File: src/rtl/rtc_cal_pkg.sv
package rtc_cal_pkg;

    localparam logic [2:0] REG_SEC   = 3'd0;
    localparam logic [2:0] REG_MIN   = 3'd1;
    localparam logic [2:0] REG_HOUR  = 3'd2;
    localparam logic [2:0] REG_DOW   = 3'd3;
    localparam logic [2:0] REG_DATE  = 3'd4;
    localparam logic [2:0] REG_MONTH = 3'd5;
    localparam logic [2:0] REG_YEAR  = 3'd6;
    localparam logic [2:0] REG_CTRL  = 3'd7;

    typedef struct packed {
        logic       stop;
        logic [6:0] sec;
        logic [6:0] min;
        logic       ceb;
        logic       cb;
        logic [5:0] hour;
        logic [2:0] dow;
        logic [5:0] date;
        logic [4:0] month;
        logic [7:0] year;
    } cal_t;

    localparam cal_t CAL_RESET = '{stop: 1'b0, sec: 7'h00, min: 7'h00, ceb: 1'b0,
                                   cb: 1'b0, hour: 6'h00, dow: 3'd1, date: 6'h01,
                                   month: 5'h01, year: 8'h00};

    typedef enum logic [1:0] {
        VIEW_TRACK,
        VIEW_HOLD,
        VIEW_WAIT
    } view_state_e;

    // Add one to a two-digit packed BCD value
    function automatic logic [7:0] bcd_inc8(input logic [7:0] v);
        if (v[3:0] >= 4'd9) begin
            return {v[7:4] + 4'd1, 4'd0};
        end
        return {v[7:4], v[3:0] + 4'd1};
    endfunction

    // Multiple of four in BCD: even tens digit with ones 0/4/8, odd tens with 2/6
    function automatic logic leap_year(input logic [7:0] y);
        if (y[4]) begin
            return (y[3:0] == 4'd2) || (y[3:0] == 4'd6);
        end
        return (y[3:0] == 4'd0) || (y[3:0] == 4'd4) || (y[3:0] == 4'd8);
    endfunction

    function automatic logic [5:0] month_last(input logic [4:0] m, input logic [7:0] y);
        case (m)
            5'h02:                     return leap_year(y) ? 6'h29 : 6'h28;
            5'h04, 5'h06, 5'h09, 5'h11: return 6'h30;
            default:                   return 6'h31;
        endcase
    endfunction

endpackage

File: src/rtl/rtc_sec_divider.sv
module rtc_sec_divider #(
    parameter int CLKS_PER_SEC = 32768
) (
    input  logic clk,
    input  logic rst_n,
    input  logic halt,
    input  logic restart,
    output logic tick
);
    localparam int CNT_W = (CLKS_PER_SEC > 1) ? $clog2(CLKS_PER_SEC) : 1;
    localparam logic [CNT_W-1:0] LAST = CNT_W'(CLKS_PER_SEC - 1);

    logic [CNT_W-1:0] cnt_q;

    assign tick = (cnt_q == LAST) && !halt && !restart;

    always_ff @(posedge clk) begin
        if (!rst_n) begin
            cnt_q <= '0;
        end else if (halt || restart || (cnt_q == LAST)) begin
            cnt_q <= '0;
        end else begin
            cnt_q <= cnt_q + 1'b1;
        end
    end

    assert_count_range_R7: assert property (@(posedge clk) disable iff (!rst_n)
        cnt_q <= LAST);

    assert_restart_clears_R7: assert property (@(posedge clk) disable iff (!rst_n)
        restart |=> (cnt_q == '0));

endmodule

File: src/rtl/rtc_time_keeper.sv
module rtc_time_keeper
    import rtc_cal_pkg::*;
(
    input  logic       clk,
    input  logic       rst_n,
    input  logic       tick,
    input  logic       wr_en,
    input  logic [2:0] wr_addr,
    input  logic [7:0] wr_data,
    output cal_t       now_q
);
    cal_t       nxt;
    logic [5:0] last_day;

    assign last_day = month_last(now_q.month, now_q.year);

    always_comb begin
        nxt = now_q;
        if (wr_en) begin
            unique case (wr_addr)
                REG_SEC:   begin nxt.stop = wr_data[7]; nxt.sec = wr_data[6:0]; end
                REG_MIN:   nxt.min = wr_data[6:0];
                REG_HOUR:  begin nxt.ceb = wr_data[7]; nxt.cb = wr_data[6]; nxt.hour = wr_data[5:0]; end
                REG_DOW:   nxt.dow = wr_data[2:0];
                REG_DATE:  nxt.date = wr_data[5:0];
                REG_MONTH: nxt.month = wr_data[4:0];
                REG_YEAR:  nxt.year = wr_data;
                REG_CTRL:  ;
            endcase
        end else if (tick && !now_q.stop) begin
            if (now_q.sec >= 7'h59) begin
                nxt.sec = 7'h00;
                if (now_q.min >= 7'h59) begin
                    nxt.min = 7'h00;
                    if (now_q.hour >= 6'h23) begin
                        nxt.hour = 6'h00;
                        nxt.dow  = (now_q.dow >= 3'd7) ? 3'd1 : now_q.dow + 3'd1;
                        if (now_q.date >= last_day) begin
                            nxt.date = 6'h01;
                            if (now_q.month >= 5'h12) begin
                                nxt.month = 5'h01;
                                if (now_q.year >= 8'h99) begin
                                    nxt.year = 8'h00;
                                    nxt.cb   = now_q.cb ^ now_q.ceb;
                                end else begin
                                    nxt.year = bcd_inc8(now_q.year);
                                end
                            end else begin
                                nxt.month = 5'(bcd_inc8({3'b000, now_q.month}));
                            end
                        end else begin
                            nxt.date = 6'(bcd_inc8({2'b00, now_q.date}));
                        end
                    end else begin
                        nxt.hour = 6'(bcd_inc8({2'b00, now_q.hour}));
                    end
                end else begin
                    nxt.min = 7'(bcd_inc8({1'b0, now_q.min}));
                end
            end else begin
                nxt.sec = 7'(bcd_inc8({1'b0, now_q.sec}));
            end
        end
    end

    always_ff @(posedge clk) begin
        if (!rst_n) begin
            now_q <= CAL_RESET;
        end else begin
            now_q <= nxt;
        end
    end

    assert_stop_freezes_R3: assert property (@(posedge clk) disable iff (!rst_n)
        (now_q.stop && !wr_en) |=> $stable(now_q));

    assert_sec_wrap_R1: assert property (@(posedge clk) disable iff (!rst_n)
        (!wr_en && tick && !now_q.stop && now_q.sec == 7'h59) |=> (now_q.sec == 7'h00));

    assert_min_still_R2: assert property (@(posedge clk) disable iff (!rst_n)
        (!wr_en && now_q.sec < 7'h59) |=> $stable(now_q.min));

    assert_century_gate_R5: assert property (@(posedge clk) disable iff (!rst_n)
        (!wr_en && !now_q.ceb) |=> $stable(now_q.cb));

    assert_dow_range_R6: assert property (@(posedge clk) disable iff (!rst_n)
        (!wr_en && now_q.dow >= 3'd1 && now_q.dow <= 3'd7) |=> (now_q.dow >= 3'd1 && now_q.dow <= 3'd7));

endmodule

File: src/rtl/rtc_view_hold.sv
module rtc_view_hold
    import rtc_cal_pkg::*;
#(
    parameter int HOLD_CYCLES = 8192
) (
    input  logic clk,
    input  logic rst_n,
    input  logic rd_active,
    input  logic upd,
    input  cal_t live,
    output cal_t view_q
);
    localparam int HC_W = $clog2(HOLD_CYCLES + 1);
    localparam logic [HC_W-1:0] HOLD_LAST = HC_W'(HOLD_CYCLES - 1);

    view_state_e     state_q, state_d;
    logic            copy_en;
    logic [HC_W-1:0] hold_cnt_q;

    always_comb begin
        state_d = state_q;
        copy_en = 1'b0;
        unique case (state_q)
            VIEW_TRACK: begin
                copy_en = 1'b1;
                if (rd_active) state_d = VIEW_HOLD;
            end
            VIEW_HOLD: begin
                if (!rd_active) begin
                    copy_en = 1'b1;
                    state_d = VIEW_TRACK;
                end else if (upd) begin
                    state_d = VIEW_WAIT;
                end
            end
            VIEW_WAIT: begin
                if (!rd_active) begin
                    copy_en = 1'b1;
                    state_d = VIEW_TRACK;
                end else if (hold_cnt_q == HOLD_LAST) begin
                    copy_en = 1'b1;
                    state_d = VIEW_HOLD;
                end
            end
            default: state_d = VIEW_TRACK;
        endcase
    end

    always_ff @(posedge clk) begin
        if (!rst_n) begin
            state_q <= VIEW_TRACK;
        end else begin
            state_q <= state_d;
        end
    end

    always_ff @(posedge clk) begin
        if (!rst_n) begin
            view_q     <= CAL_RESET;
            hold_cnt_q <= '0;
        end else begin
            if (copy_en) view_q <= live;
            hold_cnt_q <= (state_q == VIEW_WAIT) ? hold_cnt_q + 1'b1 : '0;
        end
    end

    assert_frozen_in_hold_R9: assert property (@(posedge clk) disable iff (!rst_n)
        (state_q == VIEW_HOLD && rd_active) |=> $stable(view_q));

    assert_wait_bound_R9: assert property (@(posedge clk) disable iff (!rst_n)
        (state_q == VIEW_WAIT) |-> (hold_cnt_q <= HOLD_LAST));

    assert_release_copy_R10: assert property (@(posedge clk) disable iff (!rst_n)
        (state_q != VIEW_TRACK && !rd_active) |=> (view_q == $past(live)));

endmodule

File: src/rtl/rtc_calendar_core.sv
module rtc_calendar_core
    import rtc_cal_pkg::*;
#(
    parameter int CLKS_PER_SEC = 32768
) (
    input  logic       clk,
    input  logic       rst_n,
    input  logic       wr_en,
    input  logic [2:0] wr_addr,
    input  logic [7:0] wr_data,
    input  logic       rd_active,
    input  logic [2:0] rd_addr,
    output logic [7:0] rd_data
);
    localparam int HOLD_CYCLES = (CLKS_PER_SEC / 4 < 1) ? 1 : CLKS_PER_SEC / 4;

    cal_t live;
    cal_t view;
    logic field_wr;
    logic tick;

    assign field_wr = wr_en && (wr_addr != REG_CTRL);

    rtc_sec_divider #(.CLKS_PER_SEC(CLKS_PER_SEC)) u_div (
        .clk     (clk),
        .rst_n   (rst_n),
        .halt    (live.stop),
        .restart (field_wr),
        .tick    (tick)
    );

    rtc_time_keeper u_keep (
        .clk     (clk),
        .rst_n   (rst_n),
        .tick    (tick),
        .wr_en   (field_wr),
        .wr_addr (wr_addr),
        .wr_data (wr_data),
        .now_q   (live)
    );

    rtc_view_hold #(.HOLD_CYCLES(HOLD_CYCLES)) u_view (
        .clk       (clk),
        .rst_n     (rst_n),
        .rd_active (rd_active),
        .upd       (tick | field_wr),
        .live      (live),
        .view_q    (view)
    );

    always_comb begin
        unique case (rd_addr)
            REG_SEC:   rd_data = {view.stop, view.sec};
            REG_MIN:   rd_data = {1'b0, view.min};
            REG_HOUR:  rd_data = {view.ceb, view.cb, view.hour};
            REG_DOW:   rd_data = {5'b0, view.dow};
            REG_DATE:  rd_data = {2'b0, view.date};
            REG_MONTH: rd_data = {3'b0, view.month};
            REG_YEAR:  rd_data = view.year;
            REG_CTRL:  rd_data = 8'h00;
        endcase
    end

    assert_ctrl_reads_zero_R11: assert property (@(posedge clk) disable iff (!rst_n)
        (rd_addr == REG_CTRL) |-> (rd_data == 8'h00));

endmodule

File: config.mk
export PLATFORM = sky130hd
export DESIGN_NAME = rtc_calendar_core
export DESIGN_NICKNAME = d
export VERILOG_FILES = /design/src/rtl/rtc_cal_pkg.sv /design/src/rtl/rtc_sec_divider.sv /design/src/rtl/rtc_time_keeper.sv /design/src/rtl/rtc_view_hold.sv /design/src/rtl/rtc_calendar_core.sv
export SDC_FILE = /design/constraint.sdc
export NUM_CORES = 1
export LEC_CHECK = 0
export BUFFER_PORTS_ARGS = -buffer_cell sky130_fd_sc_hd__buf_2
export CORE_UTILIZATION = 35
export CTS_CLUSTER_DIAMETER = 50
export DETAILED_ROUTE_END_ITERATION = 6
export SYNTH_ARGS = -nofsm -noshare
export SYNTH_HDL_FRONTEND = slang
export SYNTH_SLANG_ARGS = --single-unit
export TNS_END_PERCENT = 100
File: constraint.sdc
create_clock -name clk -period 3.8 [get_ports clk]
set_input_delay 0.57 -clock clk [delete_from_list [all_inputs] [get_ports clk]]
set_output_delay 0.57 -clock clk [all_outputs]
set_load 0.02 [all_outputs]
# Word-level counts from Yosys, hierarchy flattened
# Index checks and enable logic that the tools add are counted.
[totals]
output_inout_bits = 8
elab_cells = 242
reg_bits = 121
inputBits = 18
[op_classes]
muxes = 97
eq_ne = 37
n_bitwise = 3
reduce_logical = 48
n_lt_le_gt_ge = 13
addsub = 15
[op_table]
columns = ["operator", "n"]
rows = [
  ["$mux W29", 4],
  ["$mux W7", 10],
  ["$pmux W8 S8", 1],
  ["$mux W1", 52],
  ["$mux W6", 7],
  ["$mux W8", 5],
  ["$add A4 B1 Y4 const B", 7],
  ["$mux W14", 2],
  ["$ge A4 B4 Y1 const B", 6],
  ["$mux W22", 1],
  ["$eq A3 B3 Y1 const B", 7],
  ["$mux W5", 4],
  ["$reduce_bool A3 Y1", 6],
  ["$reduce_and A8 Y1", 2],
  ["$add A15 B1 Y15 const B", 1],
  ["$eq A15 B15 Y1 const B", 1],
  ["$reduce_and A5 Y1", 3],
  ["$add A14 B1 Y14 const B", 1],
  ["$eq A14 B13 Y1 const B", 1],
  ["$ge A7 B7 Y1 const B", 2],
  ["$ne A2 B1 Y1 const B", 7],
  ["$reduce_and A7 Y1", 2],
  ["$reduce_bool A2 Y1", 7],
  ["$mux W13", 1],
  ["42 further kinds", 73],
]

# Logic depth before layout (Yosys ltp)
[depth]
ltp_word = 23
ltp_mapped = 13
mapped_depth_nobuf = 12

# Cells and area by module
# Synthesis repeated with hierarchy kept, for this count alone.
[hier_totals]
hier_cells = 822
hier_area_um2 = 7185.6
[by_module_without_submodules]
columns = ["mod", "area_each_um2", "cells_per_inst", "n_inst", "seq_area_each_um2"]
rows = [
  ["rtc_time_keeper", 3442.1, 411, 1, 900.9],
  ["rtc_view_hold", 2560.0, 276, 1, 1221.2],
  ["rtc_sec_divider", 676.9, 71, 1, 300.3],
  ["rtc_calendar_core", 506.7, 64, 1, 0.0],
]

# Worst setup path after synthesis
# No wires, ideal clock.
[synth_timing]
path_type = "register -> register"
start = "register u_keep.now_q[0] (netlist name)"
end = "register u_keep.now_q[18] (netlist name)"
synth_period_minus_slack_ps = 2756
setup_ps = 119
path_buffers = 1
path_stages_with_launch = 13
slack_ps = 1044
t_arrival_ps = 2637
required_time_ps = 3681
path_cell_list = "dfxtp_1 inv_1 ha_1 nand3_1 o211ai_1 a21oi_1 a31oi_1 ha_1 or4b_1 a222oi_1 buf_2 a2111oi_1 o221a_2"
[synth_between]
elab_chain_cells = 14
word_cells_on_any_way = 22
classes_between = "1 x order compare; 4 x eq/ne; 11 x mux; 6 x reduce/logical"
[synth_rtl]
columns = ["item", "line", "text"]
rows = [
  ["start, declared", "rtc_time_keeper.sv:10", "output cal_t now_q"],
  ["start signal, assigned", "rtc_time_keeper.sv:70", "now_q <= nxt;"],
  ["$eq A4 B2 Y1 (tied with other cells)", "rtc_cal_pkg.sv:46", "return (y[3:0] == 4'd2) || (y[3:0] == 4'd6);"],
  ["$logic_or A1 B1 Y1, on equally long branches", "rtc_cal_pkg.sv:46, rtc_cal_pkg.sv:48", ""],
  ["$mux W1 or $logic_or A1 B1 Y1 (tied branches)", "rtc_cal_pkg.sv:45, rtc_cal_pkg.sv:48", ""],
  ["$mux W1 (*)", "rtc_cal_pkg.sv:48", "return (y[3:0] == 4'd0) || (y[3:0] == 4'd4) || (y[3:0] == 4'd8);"],
  ["$mux W1 (*)", "rtc_cal_pkg.sv:52", "case (m)"],
  ["$mux W1 (*)", "rtc_cal_pkg.sv:53", "5'h02: return leap_year(y) ? 6'h29 : 6'h28;"],
  ["$pmux W6 S2 (*)", "rtc_cal_pkg.sv:52", ""],
  ["$ge A6 B6 Y1 (*)", "rtc_time_keeper.sv:38", "if (now_q.date >= last_day) begin"],
  ["$mux W6", "rtc_time_keeper.sv:38", ""],
  ["$mux W22", "rtc_time_keeper.sv:35", "if (now_q.hour >= 6'h23) begin"],
  ["$mux W29", "rtc_time_keeper.sv:33", "if (now_q.min >= 7'h59) begin"],
  ["$mux W29", "rtc_time_keeper.sv:31", "if (now_q.sec >= 7'h59) begin"],
  ["$mux W29", "rtc_time_keeper.sv:30", "end else if (tick && !now_q.stop) begin"],
  ["$mux W29", "rtc_time_keeper.sv:19", "if (wr_en) begin"],
]
# Mark *: on every way between the ends. The rest lies on a longest branch, timed or not. The select of a mux whose other input is x is not followed.
# A chain may end at the register's enable or synchronous reset.

# Worst setup path after layout
[layout_timing]
start = "register u_keep.now_q[0] (netlist name)"
end = "register u_keep.now_q[8] (netlist name)"
[layout_between]
elab_chain_cells = 10
word_cells_on_any_way = 16
classes_between = "1 x order compare; 4 x eq/ne; 5 x mux; 6 x reduce/logical"
[layout_rtl]
columns = ["item", "line"]
rows = [
  ["$eq A4 B2 Y1 (tied with other cells)", "rtc_cal_pkg.sv:46"],
  ["$logic_or A1 B1 Y1, on equally long branches", "rtc_cal_pkg.sv:46, rtc_cal_pkg.sv:48"],
  ["$mux W1 or $logic_or A1 B1 Y1 (tied branches)", "rtc_cal_pkg.sv:45, rtc_cal_pkg.sv:48"],
  ["$mux W1 (*)", "rtc_cal_pkg.sv:48"],
  ["$mux W1 (*)", "rtc_cal_pkg.sv:52"],
  ["$mux W1 (*)", "rtc_cal_pkg.sv:53"],
  ["$pmux W6 S2 (*)", "rtc_cal_pkg.sv:52"],
  ["$ge A6 B6 Y1 (*)", "rtc_time_keeper.sv:38"],
  ["$reduce_bool A2 Y1 (no source line) (*)", "-"],
  ["$reduce_and A6 Y1 (no source line) (*)", "-"],
]
# Marks and branches as above.

==> results.json <==
{
  "status": "finished with violations",
  "violations": "DRC",
  "synth_top_family_by_area": "compound AO/OA/AOI/OAI gates",
  "postLayoutCellArea_mm2": 0.00784,
  "path_clk_slew_ps": 60,
  "ir_drop_v": 0.000317,
  "skew_ps": 10.8,
  "combPwrFrac_pct": 7.7,
  "sw_frac_of_total_pct": 26.5,
  "syn_nets": 913,
  "fin_nets": 911,
  "ys_ff_latch": 121,
  "synth-xor-area-share_pct": 2.78,
  "setup_tns_ps": 0,
  "h-tree-depth": 4,
  "viasPerCell": 5.87,
  "endpoint_kind": "register",
  "core_mm2": 0.0195,
  "dieHeight_um": 143,
  "final_max_slew_viol_count": 0,
  "wire_per_inst_um": 18.5,
  "grt_pass1_vias": 6201,
  "ctsResizeCount": 0,
  "grt_usage_pct": 21.3,
  "dpl.cell_count": 1103,
  "finalSetupViolations": 0,
  "maxCapViolCount": 0,
  "crit_type": "reg2reg",
  "antenna_found_initial": 0,
  "worst_setup_path_start_kind": "register",
  "min_period_ps": 3200,
  "drc": 6,
  "antenna_cells_inserted": 0,
  "fin_util_pct": 40.3,
  "wl_mm": 21.0,
  "nFillCells": 1998,
  "synthArstFlopShare_pct": 0,
  "synthSimpleGateAreaFrac_pct": 20.6,
  "numPortBuffers": 25,
  "dieArea_mm2": 0.0204,
  "period_share_pct": 84.3,
  "grt_overflow": 0,
  "p_sw_mw": 0.842,
  "arrival_ps": 3520,
  "fin_cells": 1135,
  "cts.sinks": 121,
  "vias": 6668,
  "layout_common_cells": "dfxtp_1, a21oi_1, nand3_1",
  "layout_commonest_cell": "dfxtp_1",
  "postCtsSetupRepairBufs": 0,
  "die_w_um": 143,
  "rsz0062_at_grt": "false",
  "synthFlopType": "dfxtp_1",
  "worstPathRequired_ps": 4120,
  "leakage_nw": 2.73,
  "yosys.area_share.adder_pct": 6.50,
  "postRouteAntennaNets": 0,
  "worst_slew_pin_slew_ps": 895,
  "cp_max_fo": 11,
  "firstDrtPassIters": 7,
  "synth_cell_type_count": 78,
  "syn_to_final_growth_pct": 13.2,
  "worst_hold_slack_ps": 419,
  "clockBufferDepth": 2,
  "rrSetupSlack_ps": 600,
  "clock-root-buffer": "clkbuf_16",
  "ys_seq_area_share_pct": 35.0,
  "synth-compound-area-share_pct": 27.6,
  "yosysWarnings": 0,
  "postCtsHoldBufs": 0,
  "drtIter0Drc": 586,
  "max_freq_ghz": 0.312,
  "grt_max_degree": 50,
  "powerDensity_mw_per_mm2": 405,
  "timing.slew.headroom_pct": 40.3,
  "num_rows": 51,
  "hpwl_mm": 14.5,
  "drive_gt1_share_pct": 10.8,
  "io_pins": 26,
  "hp-class": "in2reg",
  "netlist_instances": 859,
  "place_area_mm2": 0.00725,
  "clk_latency_ps": 440,
  "syn_area_mm2": 0.00693,
  "grt_pass1_wl_mm": 33.4,
  "clkPwrFrac_pct": 51.5,
  "synth_area_per_cell_um2": 8.06,
  "hold_viol_final": 0,
  "synth_mux_area_share_pct": 1.81,
  "p_seq_share_pct": 40.9,
  "cts_buffers": 17,
  "p_int_mw": 2.33,
  "gp_congestion": 0.915,
  "synth_edf_count": 0,
  "cts_tree": "built",
  "start_util_pct": 35.6
}
layer usage:
| metal | vias up | share of wire [%] | GRT usage, % |
|---|---|---|---|
| met5 | - | 0 | 0 |
| met4 | 0 | 3.2 | 10.0 |
| met3 | 58 | 5.7 | 4.49 |
| met2 | 226 | 47 | 34.3 |
| met1 | 3184 | 44 | 27.2 |
| li1 | 3200 | - | - |
cells by family after synthesis:
group	after synthesis
AOI/OAI and AO/OA	296
xor gates and xnor gates	22
adders and majority gates	36
buffers and inverters	99
DFF	121
muxes	12
and+or+nand+nor	273
final timing paths:
| check | to | from | cells after the start |
|---|---|---|---|
| min reg2reg | u_div.cnt_q[0] | u_div.cnt_q[0] | 1 |
| max reg2reg | u_keep.now_q[8] | u_keep.now_q[0] | 13 |
| max | u_keep.now_q[8] | u_keep.now_q[0] | 13 |
| min | u_keep.now_q[29] | wr_data[7] | 3 |
critical path, stage by stage (launching register included):
cell and delay (ps):
dfxtp_1 430, inv_1 130, ha_1 210, nand3_1 80, o211ai_1 90, a21oi_1 180
a31oi_1 70, ha_1 280, or4b_1 500, a222oi_1 330, buf_4 220, or3_1 230
nor3_1 70, a211o_1 280
per-stage QoR:
stage	power (mW)	worst slack (ps)
after floorplan	1.48	1040
after global placement	1.56	763
after detailed placement	1.56	705
after global routing	3.27	440
after CTS	3.20	660
final	3.17	595
Yosys cell counts (all sizes together), types with 5 or more instances:
cell type / number / share of area, %
nand3: 84 / 6.3
inv: 39 / 2.1
a221oi: 6 / 0.76
nor3: 18 / 1.4
buf: 18 / 1.3
a211oi: 19 / 2.1
nor2: 51 / 2.8
a31oi: 12 / 1.2
xor2: 12 / 1.5
dfxtp: 121 / 35
nand4b: 5 / 0.63
or3: 6 / 0.54
clkbuf: 40 / 2.2
o22ai: 7 / 0.63
nor2b: 6 / 0.54
nand2: 44 / 2.4
mux2i: 8 / 1.2
nor4: 14 / 1.5
a21boi: 6 / 0.65
nand4: 7 / 0.63
ha: 36 / 6.5
o311ai: 7 / 1.1
and3: 12 / 1.1
o31ai: 8 / 0.87
xnor2: 10 / 1.3
o21ai: 85 / 6.3
a21oi: 84 / 6.1
or4: 5 / 0.54
o211ai: 5 / 0.54
power by group through the flow:
stage	Combinational, mW	Sequential (mW)	Clock (mW)
floorplan	0.163	1.32	0
global placement	0.239	1.32	0
detailed placement	0.237	1.32	0
CTS	0.239	1.30	1.66
global route	0.264	1.30	1.71
finish	0.243	1.30	1.63
flip-flops by register name (all words and copies together) (netlist names):
signal,cells
u_view.state_q,2
u_keep.now_q,45
u_view.hold_cnt_q,14
u_div.cnt_q,15
u_view.view_q,45
cell type report:
class	count	area, um^2	share of cell area (%)
Clock inverter	14	161	2.06
Inverter	41	154	1.96
Timing Repair Buffer	37	215	2.74
Multi-Input combinational cell	639	4130	52.6
Tap cell	265	332	4.23
Sequential cell	121	2420	30.9
Clock buffer	18	429	5.47
No activity file was read; power rests on OpenSTA's default activity.
